### config.mk
export PLATFORM = sky130hd
export DESIGN_NAME = scdda_chain
export DESIGN_NICKNAME = d
export VERILOG_FILES = /design/src/rtl/scdda_pkg.sv /design/src/rtl/scdda_ctl.sv /design/src/rtl/scdda_mod_stage.sv /design/src/rtl/scdda_datapath.sv /design/src/rtl/scdda_chain.sv
export SDC_FILE = /design/constraint.sdc
export NUM_CORES = 1
export LEC_CHECK = 0
export CAP_MARGIN = 20
export CORE_UTILIZATION = 35
export CTS_CLUSTER_DIAMETER = 200
export DETAILED_ROUTE_END_ITERATION = 8
export GPL_TIMING_DRIVEN = 0
export HOLD_SLACK_MARGIN = 0.02
export SLEW_MARGIN = 20
export SYNTH_ARGS = -nofsm -noshare
export SYNTH_HDL_FRONTEND = slang
export SYNTH_SLANG_ARGS = --single-unit
### constraint.sdc
create_clock -name clk -period 18.6 [get_ports clk]
set_input_delay 1.86 -clock clk [delete_from_list [all_inputs] [get_ports clk]]
set_output_delay 1.86 -clock clk [all_outputs]
set_load 0.03 [all_outputs]
### src/rtl/scdda_pkg.sv
package scdda_pkg;
  localparam int PHASE_W = 12;
  localparam int FRAC_W  = 15;
  localparam int FIELD_W = 3;

  typedef struct packed {
    logic step;   // accumulate this pixel
    logic clear;  // return all accumulators to zero
  } ddaCtl_t;

  typedef enum logic [1:0] {
    POL_EVERY2 = 2'd0,
    POL_EVERY4 = 2'd1,
    POL_EVERY8 = 2'd2,
    POL_NEVER  = 2'd3
  } resetPol_e;
endpackage

### src/rtl/scdda_ctl.sv
module scdda_ctl
  import scdda_pkg::*;
#(
  parameter int FIELD_BITS = FIELD_W
) (
  input  logic       clk,
  input  logic       rstN,
  input  logic       pixEn,
  input  logic       fieldStart,
  input  logic [1:0] resetPolicy,
  output ddaCtl_t    ctlBus
);
  logic [FIELD_BITS-1:0] fieldCnt;
  logic [FIELD_BITS-1:0] nextCnt;
  logic                  cadenceHit;

  assign nextCnt = fieldCnt + 1'b1;

  // the new count is a multiple of the selected period
  always_comb begin
    unique case (resetPol_e'(resetPolicy))
      POL_EVERY2: cadenceHit = (nextCnt[0] == 1'b0);
      POL_EVERY4: cadenceHit = (nextCnt[1:0] == 2'd0);
      POL_EVERY8: cadenceHit = (nextCnt[2:0] == 3'd0);
      default:    cadenceHit = 1'b0;
    endcase
  end

  always_ff @(posedge clk) begin
    if (!rstN)           fieldCnt <= '0;
    else if (fieldStart) fieldCnt <= nextCnt;
  end

  assign ctlBus.clear = fieldStart & cadenceHit;
  assign ctlBus.step  = pixEn & ~ctlBus.clear;
endmodule

### src/rtl/scdda_mod_stage.sv
module scdda_mod_stage #(
  parameter int W = 15
) (
  input  logic         clk,
  input  logic         rstN,
  input  logic         clear,
  input  logic         step,
  input  logic         en,
  input  logic [W-1:0] inc,
  input  logic [W-1:0] size,
  input  logic         carryIn,
  output logic [W-1:0] acc,
  output logic         carryOut
);
  logic [W:0] sum;
  logic [W:0] wrapped;
  logic       overSize;

  assign sum      = {1'b0, acc} + {1'b0, inc} + {{W{1'b0}}, carryIn};
  assign overSize = (sum >= {1'b0, size});
  assign wrapped  = sum - {1'b0, size};
  assign carryOut = step & en & overSize;

  always_ff @(posedge clk) begin
    if (!rstN || clear)  acc <= '0;
    else if (step && en) acc <= overSize ? wrapped[W-1:0] : sum[W-1:0];
  end
endmodule

### src/rtl/scdda_datapath.sv
module scdda_datapath
  import scdda_pkg::*;
#(
  parameter int PW = PHASE_W,
  parameter int FW = FRAC_W
) (
  input  logic          clk,
  input  logic          rstN,
  input  ddaCtl_t       ctlBus,
  input  logic          coarseEn,
  input  logic          midEn,
  input  logic          fineEn,
  input  logic [PW-1:0] coarseInc,
  input  logic [FW-1:0] midInc,
  input  logic [FW-1:0] midSize,
  input  logic [FW-1:0] fineInc,
  input  logic [FW-1:0] fineSize,
  output logic [PW-1:0] phaseOut
);
  localparam int NFRAC = 2;  // index 0 = finest, 1 = middle

  logic [NFRAC-1:0]         stgEn;
  logic [NFRAC-1:0][FW-1:0] stgInc;
  logic [NFRAC-1:0][FW-1:0] stgSize;
  logic [NFRAC-1:0][FW-1:0] stgAcc;
  logic [NFRAC:0]           carry;   // carry[0] feeds the finest stage

  assign stgEn   = {midEn, fineEn};
  assign stgInc  = {midInc, fineInc};
  assign stgSize = {midSize, fineSize};
  assign carry[0] = 1'b0;

  for (genvar g = 0; g < NFRAC; g++) begin : g_frac
    scdda_mod_stage #(.W(FW)) u_stage (
      .clk      (clk),
      .rstN     (rstN),
      .clear    (ctlBus.clear),
      .step     (ctlBus.step),
      .en       (stgEn[g]),
      .inc      (stgInc[g]),
      .size     (stgSize[g]),
      .carryIn  (carry[g]),
      .acc      (stgAcc[g]),
      .carryOut (carry[g+1])
    );
  end

  logic [PW-1:0] coarseAcc;
  always_ff @(posedge clk) begin
    if (!rstN || ctlBus.clear)
      coarseAcc <= '0;
    else if (ctlBus.step && coarseEn)
      coarseAcc <= coarseAcc + coarseInc + {{(PW-1){1'b0}}, carry[NFRAC]};
  end

  assign phaseOut = coarseAcc;
endmodule

### src/rtl/scdda_chain.sv
module scdda_chain
  import scdda_pkg::*;
(
  input  logic                 clk,
  input  logic                 rstN,
  input  logic                 pixEn,
  input  logic                 coarseEn,
  input  logic                 midEn,
  input  logic                 fineEn,
  input  logic [PHASE_W-1:0]   coarseInc,
  input  logic [FRAC_W-1:0]    midInc,
  input  logic [FRAC_W-1:0]    midSize,
  input  logic [FRAC_W-1:0]    fineInc,
  input  logic [FRAC_W-1:0]    fineSize,
  input  logic [1:0]           resetPolicy,
  input  logic                 fieldStart,
  output logic [PHASE_W-1:0]   phaseOut
);
  ddaCtl_t ctlBus;

  scdda_ctl #(.FIELD_BITS(FIELD_W)) u_ctl (
    .clk         (clk),
    .rstN        (rstN),
    .pixEn       (pixEn),
    .fieldStart  (fieldStart),
    .resetPolicy (resetPolicy),
    .ctlBus      (ctlBus)
  );

  scdda_datapath #(.PW(PHASE_W), .FW(FRAC_W)) u_dp (
    .clk       (clk),
    .rstN      (rstN),
    .ctlBus    (ctlBus),
    .coarseEn  (coarseEn),
    .midEn     (midEn),
    .fineEn    (fineEn),
    .coarseInc (coarseInc),
    .midInc    (midInc),
    .midSize   (midSize),
    .fineInc   (fineInc),
    .fineSize  (fineSize),
    .phaseOut  (phaseOut)
  );
endmodule

; Yosys cells after proc, flatten, opt, wreduce, memory -nomap -nowiden
; Cells that the tools add are included.
[op_classes]
bitwise_logic = 8
n_addsub = 8
magnitude_cmp = 2
n_reduce_logical = 8
eq_ne = 2
muxes = 3
[op_table]
columns = cell, n
row1 = adder 15 x 15 -> 16 bit, 2
row2 = greater-or-equal comparator 16 x 15 -> 1 bit, 2
row3 = two-way mux 15 bit, 2
row4 = subtractor 15 bit, 2
row5 = adder 16 x 1 -> 16 bit, 1
row6 = adder 12 x 1 -> 12 bit, 1
row7 = adder 12 bit, 1
row8 = bitwise AND 1 bit, 6
row9 = logical NOT 2 bit, 2
row10 = adder 3 x 1 -> 3 bit (second input constant), 1
row11 = logical AND 1 bit, 3
row12 = logical NOT 3 bit, 1
row13 = one-hot mux 1 bit (3 select lines), 1
row14 = == test 2 x 1 -> 1 bit (second input constant), 1
row15 = == test 2 bit (second input constant), 1
row16 = inverter 1 bit, 2
row17 = logical NOT 1 bit, 1
row18 = logical OR 1 bit, 1
[totals]
regBits = 45
out_inout_bits = 12
inputBits = 81
word_cells = 35

; Longest topological paths before layout
[logic_depth]
word_depth = 12
ltp_mapped = 42
ltp_nobuf = 40

; By module
; From an unflattened synthesis, not the netlist that was laid out.
[unflattened]
cells_unflattened = 720
area_unflattened_um2 = 5476.5
[by_module_without_submodules]
columns = mod, instances, seq_area_each_um2, area_each_um2, cells_per_inst
row1 = scdda_mod_stage, 2, 300.3, 2165.8, 291
row2 = scdda_datapath, 1, 240.2, 972.2, 122
row3 = scdda_ctl, 1, 60.1, 172.7, 16

; Least setup slack after synthesis
; Ideal clock, no wire load.
[synth_timing]
kind = input -> register
start = input port fineInc[0]
end = register u_dp.coarseAcc[10] (netlist: u_dp.phaseOut[10])
setup_slack_ns = 8.157
required_ns = 18.530
t_arrival_ns = 10.373
path_stages = 41
path_buffers = 2
setup_ns = 0.070
path_cell_list = ha_1 > fa_1 > a211oi_1 > o21ai_0 > a211oi_1 > o21ai_0 > a21oi_1 > xnor2_1 > ha_1 > a211oi_1 > nand2_1 > a311oi_2 > clkbuf_1 > nor2b_1 > fa_1 > inv_1 > fa_1 > nor2b_1 > (+5 left out) > nand3_1 > inv_1 > and3_1 > a311o_1 > o311ai_4 > o211ai_4 > buf_6 > and2_1 > fa_1 > fa_1 > a21o_1 > a21oi_1 > o21ba_2 > o21ai_0 > a211oi_1 > xnor2_1 > nand2_1 > a21oi_1
[synth_between]
elab_chain_cells = 7
[synth_lines]
columns = item, line_no
row1 = start: declaration, scdda_chain.sv:13  ; input logic [FRAC_W-1:0] fineInc,
row2 = adder 15 x 15 -> 16 bit, scdda_mod_stage.sv:19  ; assign sum = {1'b0, acc} + {1'b0, inc} + {{W{1'b0}}, carryIn};
row3 = greater-or-equal comparator 16 x 15 -> 1 bit, scdda_mod_stage.sv:20  ; assign overSize = (sum >= {1'b0, size});
row4 = bitwise AND 1 bit, scdda_mod_stage.sv:22  ; assign carryOut = step & en & overSize;
row5 = adder 16 x 1 -> 16 bit, scdda_mod_stage.sv:19
row6 = greater-or-equal comparator 16 x 15 -> 1 bit, scdda_mod_stage.sv:20
row7 = bitwise AND 1 bit, scdda_mod_stage.sv:22
row8 = adder 12 x 1 -> 12 bit, scdda_datapath.sv:53  ; coarseAcc <= coarseAcc + coarseInc + {{(PW-1){1'b0}}, carry[NFRAC]};
row9 = end signal: assignment, scdda_datapath.sv:53
row10 = end: declaration, scdda_datapath.sv:48  ; logic [PW-1:0] coarseAcc;
; No other way between the ends.
; A chain may end at the register's enable or synchronous reset.

; Final worst setup path
; Ends and elaborated chain as after synthesis.

==> out/results.tsv <==
stage	metric	value	unit
worst_hold_path	hp-class	register to register	
clock_tree	root_buffer	clkbuf_16	
grt	grt.total_usage	0.188	
timing	finalHoldViolCount	0	
grt	antenna_found_initial	0	
synthesis	synth.distinct_cells	53	
timing	tns	0	ps
grt	grtUsageMet1	0.246	
clock_tree	clkSinkCount	45	
synthesis	avgSynthCellArea	7.75	um2
floorplanning	die_h	122	um
timing	rsz0062_at_grt	no	
worst_setup_path	worst_setup_path_start_kind	primary input	
clock_tree	clk_path_buf_depth	2	
run	max_cap_violations	0	
final_layout	utilization	0.458	
worst_setup_path	worst_ep_arrival_time	12230	ps
synthesis	synth-edff-count	0	
final_layout	n_antenna_cell	0	
floorplanning	rows	43	
grt	grt.met3_usage	0.0390	
routing	routed_via_density	5.36	
routing	via_count	5001	
pwr	ir_worst_vdd	0.0000596	V
pwr	leakagePower	2.85	nW
grt	top_usage_layer	met2	
timing	slew_headroom	0.571	
floorplanning	die_x	122	um
clock_tree	cts-buffers-inserted	5	
synthesis	synth_top_cells_by_count	a21oi_1, ha_1, o21ai_0	
routing	detail_route.wirelength	13600	um
synthesis	synthCells	653	
clock_tree	cts_resized	0	
status	status	finished, final reports clean	
timing	max_freq	83.3	MHz
timing	worst_pin_slew	637	ps
synthesis	synth.most_common_cell	a21oi_1	
routing	drt-pass1-iter-count	5	
synthesis	ys_ff_latch	45	
worst_setup_path	crit_required	18820	ps
worst_setup_path	setup.worst_path.start	fineInc[0]	
pwr	p_per_area	95.2	mW/mm2
placement	place_congestion	0.902	
clock_tree	cts_tree	yes	
timing	finalCritPeriodShare	0.646	
timing	setup_viol	0	
worst_setup_path	end_kind	register	
worst_setup_path	rr_startpoint	u_dp.g_frac[0].u_stage.acc[0]$_SDFFE_PP0P_	
worst_setup_path	critical_path.most_common_cell	fa_1	
final_layout	final_layout_size_suffix_gt1_frac	0.0266	
floorplanning	ios	93	
grt	first_global_vias	4900	
grt	grt_start_max_net_pins	16	
placement	hpwl	11000	um
synthesis	synth.top_cell.area_share	0.178	
floorplanning	fp.coreArea	0.0140	mm2
synthesis	ys_warn_count	0	
worst_setup_path	slowest_stage	a311oi_2	
floorplanning	die_area	0.0150	mm2
synthesis	synth_nets	812	
synthesis	ys_seq_area_frac	0.178	
worst_setup_path	cpPeakStageDelay	550	ps
pwr	power.total	610	uW
worst_setup_path	crit_type	primary input to register	
clock_tree	worst_skew_pair.late_latency	290	ps
routing	routedWlPerCell	14.6	um
synthesis	synthesis.area	0.00506	mm2
routing	route.detailed.drc	0	
clock_tree	htree_num_levels	2	
final_layout	final_net_count	911	
timing	period_needed	12010	ps
timing	slew_violations	0	
placement	portBuffers	92	
grt	use_met2	0.303	
synthesis	synth_top_cell_by_area	dfxtp_1	
routing	detail-route-antenna-nets	0	
grt	overflow	0	
clock_tree	path_clk_slew	70	ps
synthesis	synth_area_leaders	dfxtp_1, ha_1, a21oi_1	
clock_tree	post_cts_buffers	0	
floorplanning	start_util	0.362	
grt	grt_pass1_wl	22500	um
worst_hold_path	hold_start	u_dp.phaseOut[9]$_SDFFE_PP0P_	
routing	dr.first_iter.drc_count	276	
synthesis	async_reset_ff_frac	0	
timing	fin_skew	3.27	ps
worst_setup_path	cp_max_fo	10	
synthesis	ys.flop_type	dfxtp_1	
clock_tree	holdBufCountCts	0	
final_layout	syn2layout_area_growth	26.5	%
final_layout	n_fill_cell	1403	
-- logic make-up after synthesis --
family          count (synthesis)  synth area share
fa+ha+maj                      78             0.203
xor+xnor                       57            0.0986
flops                          45             0.178
compound gates                232             0.282
mux                            24            0.0484
buf+inv                        63            0.0484
simple gates                  154             0.142
-- through the flow --
stage	area (um2)	std cells	worst slack [ps]	hold slack, ps
after floorplan	5060	653	8160	450
after global placement	6210	925	6480	462
after detailed placement	6210	925	6380	469
after CTS	6400	933	6630	483
after global routing	6400	933	5890	498
final	6400	933	6590	475
-- cell type report --
class	count	area, um2	area share
plain buffers	15	65.1	0.0102
clock inverters	3	68.8	0.0107
multi-input cells	545	3920	0.612
inverters	48	180	0.0281
well taps	180	225	0.0352
clock buffers	5	125	0.0195
repair buffers	92	921	0.144
flip-flops and latches	45	901	0.141
-- per-layer routing --
metal  routed length, um  share of wire
met1                6380           0.47
met2                6070           0.45
met3                 790          0.058
met4                 346          0.025
met5                   0              0
-- sequential cells by signal, summed over array words and instances, names as in the netlist --
| name | flops |
|---|---|
| u_dp.phaseOut | 12 |
| u_ctl.fieldCnt | 3 |
| u_dp.g_frac.u_stage.acc | 30 |
-- worst max-delay path, delay by kind of cell --
family | cells | cell delay (ps)
fa+ha+maj | 8 | 2830
simple gates | 8 | 1010
buf+inv | 5 | 1230
xor+xnor | 3 | 500
compound gates | 18 | 4810
-- cell usage in the layout (no fill, tap or decap), types with 6 or more instances in the layout --
| master | n |
|---|---|
| a21o_1 | 18 |
| a21oi_1 | 90 |
| and3_1 | 9 |
| inv_1 | 48 |
| o21ai_0 | 57 |
| nand4_1 | 8 |
| ha_1 | 71 |
| nand2_1 | 54 |
| nor2_1 | 38 |
| nor2b_1 | 12 |
| a31oi_1 | 7 |
| fa_1 | 7 |
| clkbuf_1 | 12 |
| nand3_1 | 10 |
| xnor2_1 | 43 |
| xor2_1 | 14 |
| mux2i_1 | 23 |
| a211oi_1 | 12 |
| dfxtp_1 | 45 |
| clkdlybuf4s50_1 | 92 |
| o21bai_1 | 9 |
| nand2b_1 | 6 |
-- where the power goes --
| group | internal, mW | switching [mW] | total, mW |
|---|---|---|---|
| clock | 0.0775 | 0.0412 | 0.119 |
| combinational | 0.170 | 0.207 | 0.377 |
| sequential | 0.107 | 0.00674 | 0.114 |
| total | 0.355 | 0.255 | 0.610 |
-- worst paths after layout --
kind / endpoint / cells past startpoint / slack [ps]
worst max-delay path: u_dp.phaseOut[10]$_SDFFE_PP0P_ / 42 / 6590
worst min-delay path: u_dp.phaseOut[9]$_SDFFE_PP0P_ / 2 / 470
worst max register to register: u_dp.phaseOut[10]$_SDFFE_PP0P_ / 41 / 8280
worst min register to register: u_dp.phaseOut[9]$_SDFFE_PP0P_ / 2 / 470
Note: power is estimated with default switching activity, not from simulation.
